==> config.mk <==
export PLATFORM = sky130hd
export DESIGN_NAME = gpio_setclr_port
export DESIGN_NICKNAME = d
export VERILOG_FILES = /design/src/rtl/gpio_setclr_port.sv
export SDC_FILE = /design/constraint.sdc
export NUM_CORES = 1
export LEC_CHECK = 0
export ABC_AREA = 1
export BUFFER_PORTS_ARGS = -buffer_cell sky130_fd_sc_hd__buf_2
export CAP_MARGIN = 20
export CORE_MARGIN = 8
export CORE_UTILIZATION = 25
export CTS_CLUSTER_DIAMETER = 100
export DETAILED_ROUTE_END_ITERATION = 8
export HOLD_SLACK_MARGIN = 0.1
export PLACE_DENSITY_LB_ADDON = 0.2
export SYNTH_ARGS = -nofsm -noshare
export SYNTH_HDL_FRONTEND = slang
export SYNTH_SLANG_ARGS = --single-unit
==> constraint.sdc <==
create_clock -name clk -period 0.8 [get_ports clk]
set_input_delay 0 -clock clk [delete_from_list [all_inputs] [get_ports clk]]
set_output_delay 0 -clock clk [all_outputs]
set_load 0.01 [all_outputs]
==> src/rtl/gpio_setclr_port.sv <==
module gpio_setclr_port #(
  parameter int NPINS  = 32,
  parameter int ADDR_W = 3
) (
  input  logic                 clk,
  input  logic                 rst_n,
  input  logic                 wr_en,
  input  logic                 rd_en,
  input  logic [ADDR_W-1:0]    addr,
  input  logic [NPINS-1:0]     wdata,
  output logic [NPINS-1:0]     rdata,
  input  logic [2*NPINS-1:0]   func_sel,
  input  logic [NPINS-1:0]     pad_in,
  output logic [NPINS-1:0]     pad_out,
  output logic [NPINS-1:0]     pad_oe
);

  localparam logic [ADDR_W-1:0] A_DIR = ADDR_W'(0);
  localparam logic [ADDR_W-1:0] A_PIN = ADDR_W'(1);
  localparam logic [ADDR_W-1:0] A_SET = ADDR_W'(2);
  localparam logic [ADDR_W-1:0] A_CLR = ADDR_W'(3);

  logic [NPINS-1:0] dir_q, lat_q, sync1_q, sync2_q, gpio_own, rd_mux;

  for (genvar i = 0; i < NPINS; i++) begin : g_own
    assign gpio_own[i] = (func_sel[2*i +: 2] == 2'b00);
  end

  assign pad_oe  = dir_q & gpio_own;
  assign pad_out = lat_q;

  always_comb begin
    case (addr)
      A_DIR:   rd_mux = dir_q;
      A_PIN:   rd_mux = sync2_q;
      A_SET:   rd_mux = lat_q;
      default: rd_mux = '0;
    endcase
  end

  always_ff @(posedge clk) begin
    if (!rst_n) begin
      dir_q   <= '0;
      lat_q   <= '0;
      sync1_q <= '0;
      sync2_q <= '0;
      rdata   <= '0;
    end else begin
      sync1_q <= pad_in;
      sync2_q <= sync1_q;
      if (wr_en && addr == A_DIR) dir_q <= wdata;
      if (wr_en && addr == A_SET)      lat_q <= lat_q | wdata;
      else if (wr_en && addr == A_CLR) lat_q <= lat_q & ~wdata;
      rdata <= rd_en ? rd_mux : '0;
    end
  end

  assert_set_R4: assert property (@(posedge clk) disable iff (!rst_n)
    (wr_en && addr == A_SET) |=> ((pad_out & $past(wdata)) == $past(wdata)));

  assert_clr_R5: assert property (@(posedge clk) disable iff (!rst_n)
    (wr_en && addr == A_CLR) |=> ((pad_out & $past(wdata)) == '0));

  assert_clr_rd_zero_R5: assert property (@(posedge clk) disable iff (!rst_n)
    (rd_en && addr == A_CLR) |=> (rdata == '0));

  assert_dir_R2: assert property (@(posedge clk) disable iff (!rst_n)
    (wr_en && addr == A_DIR) |=> ((pad_oe & ~$past(wdata)) == '0));

  assert_hold_R10: assert property (@(posedge clk) disable iff (!rst_n)
    !(wr_en && (addr == A_SET || addr == A_CLR)) |=> $stable(pad_out));

  assert_idle_rdata_R7: assert property (@(posedge clk) disable iff (!rst_n)
    !rd_en |=> (rdata == '0));

endmodule

==> out/results.txt <==
status = finished with violations
failing checks = negative hold slack, negative setup slack
Total GRT Usage = 0.143
Starting Density = 0.255
antenna violations before repair = 3
CTS H-tree lvls = 4
Post-Syn Area = 0.00643 sq mm
post-synthesis mux area share = 0
gr ovfl total = 0
Required @ worst endpoint = 0.80 ns
Slew headroom = 0.750
total vias in the final route = 6749
number of global-route vias before repair = 6608
Post-Route WL = 22600 microns
I/O Pins = 231
main combinational cell family by area after synthesis = simple AND/OR/NAND/NOR gates
cells along the critical path = inv_2 -> nor3_2 -> buf_2
Post-CTS Hold Buffers = 64
setup violators final = 97
RSZ-0062 raised after global routing = yes
Tmin final = 1.06 ns
HP Class = in2reg
placed wire-length estimate = 15300 microns
crit start category = flip-flop
hold_ws = -0.00544 ns
Worst-Margin Slew = 0.375 ns
post-DR wirelength/cell = 14.0 microns
biggest area consumer among synthesized cells = dfxtp_1
Vias/cell = 4.16
Synth cell types = 15
Nets = 1414
final hold vios = 2
CTS Root Cell = clkbuf_16
Compound-Gate Fraction of Synth Area = 0
sequential cell area fraction in the yosys report = 0.498
clk slew on worst S/H paths = 0.07 ns
layout cells sized above 1 = 0.467
Post-Place Setup Slack = -0.171 ns
die area = 0.0311 sq mm
PortBufs = 230
Worst path max stage delay = 0.35 ns
Synth area leaders = dfxtp_1 50%, nand2_1 15%, inv_1 9.5%
post-route worst setup slack = -0.262 ns
max-capacitance violation count = 0
Max Clock Freq = 0.942 GHz
Hold Crit Depth = 4
XOR/XNOR share of the synthesized area = 0
Final Slew Violations = 0
Non-Filler Instances = 1622
PD cells = 1680 mW/mm^2
placed instance count = 1464
Setup CP Type = reg2out
Layout Utilization = 0.435
Yosys reg bits = 160
period utilization = 1.33
Final ANT Viol Nets = 0
Starting DRT DRC Count = 265
Die Span X = 176 microns
Syn-to-layout area delta = 70.8%
largest net degree at the start of global routing = 65
syn avg cell area = 6.94 sq um
fillers = 2567
CTS tree = done
Synth Area in Simple Gates = 0.363
CP arrival = 1.06 ns
Pleak = 0.00606 uW
peak supply drop = 1290 uV
Ys Warns = 0
drt first pass iters = 6
CP max stage cell = dfxtp_2
Sink Count = 160
first-pass GRT wire length = 35300 microns
Final Cell Area = 0.0110 sq mm
Syn Nets = 1061
CP Capture Type = output pin
cell depth of the worst flop-to-flop path = 5
Clock Skews = 0.0147 ns
Core ar. = 0.0253 sq mm
Post-Synth Adder-Cell Area = 0
Synth top area share = 0.498
Die Ht = 176 microns
Post-Syn Instances = 926
critical-path maximum fanout = 2
num rows = 58
Placed Area = 0.00811 sq mm
clk buf depth = 2
drc violations = 0
GPL Wtd Cong = 0.742
TritonCTS Buffers = 17
Clock Latency Late Sink = 0.43 ns
n_diodes = 0
## final timing paths
check | startpoint | slack, ns | end
setup / recovery | dir_q[11] | -0.26 | pad_oe[11]
hold / removal | rst_n | -0.005 | sync1_q[24]
setup reg to reg | flip-flop | -0.01 | rdata[1]
hold reg to reg | sync1_q[26] | 0.41 | sync2_q[26]
## metal layers
metal / global-route usage / wire, microns
met1: 0.176 / 10000
met5: 0 / 34
met2: 0.241 / 11100
met3: 0.0382 / 1320
met4: 0.0410 / 198
## Yosys cell counts
cell        n
nor2_2      1
nor3_1     32
nand3_1    96
nor2_8      1
inv_1     163
buf_6       2
buf_2      21
nor2_1    128
nand4_1    32
buf_4      10
nand2_1   258
buf_1       6
dfxtp_1   160
nand3_4     1
clkbuf_1   15
## stage by stage
step                total power (uW)  setup TNS (ns)  hold slack, ns
floorplan                       9310         -0.0129          0.0507
global placement               10200          -10.72           0.183
detailed placement             10200          -12.33           0.187
CTS                            18600          -14.37         -0.0169
global route                   19300          -16.60         -0.0144
finish                         18500          -11.84        -0.00544
## critical path, delay by kind of cell (launching register included)
| family | cells | cell delay [ns] |
|---|---|---|
| simple gates | 1 | 0.09 |
| flops | 1 | 0.35 |
| buf+inv | 2 | 0.20 |
## placed cells by master (no fill, tap or decap)
cell type / netlist / final
inv_4: 0 / 1
nand2_1: 258 / 250
nand2_2: 0 / 8
inv_8: 0 / 3
inv_6: 0 / 5
clkinv_2: 0 / 1
buf_4: 10 / 44
buf_6: 2 / 98
nor3_4: 0 / 1
inv_1: 163 / 124
nor3_2: 0 / 31
buf_2: 21 / 170
nor2_8: 1 / 1
nand3_4: 1 / 2
dfxtp_4: 0 / 2
nand3_2: 0 / 74
dfxtp_1: 160 / 69
nand4_1: 32 / 32
clkinv_4: 0 / 2
clkinvlp_4: 0 / 3
dfxtp_2: 0 / 89
buf_12: 0 / 12
clkbuf_8: 0 / 1
dlygate4sd3_1: 0 / 64
nor2_1: 128 / 128
nor2_4: 0 / 1
nand3_1: 96 / 21
clkbuf_16: 0 / 17
inv_2: 0 / 38
## cell families (layout without fill, tap and decap cells)
group         Yosys count  after routing
buf+inv               217            583
flops                 160            160
simple gates          549            549
## power by group
group | internal (uW) | switching (uW) | total [uW]
combinational | 1140 | 1170 | 2310
clock | 4170 | 3620 | 7790
sequential | 8260 | 144 | 8400
## cell type report
type | instances | area, sq um | area share
tap | 330 | 413 | 0.0376
clock buffer | 18 | 439 | 0.0400
clock inverter | 14 | 123 | 0.0112
inverter | 163 | 614 | 0.0559
sequential | 160 | 3320 | 0.302
multi-input combinational | 549 | 2910 | 0.265
timing repair buffer | 388 | 3170 | 0.288
## repair_timing
action,CTS,global route
pin swaps,25,48
endpoints found under the setup margin,96,137
buffers inserted,59,4
resized for setup,210,141
hold endpoints to repair,117,32
No activity file was read; power rests on OpenSTA's default activity.
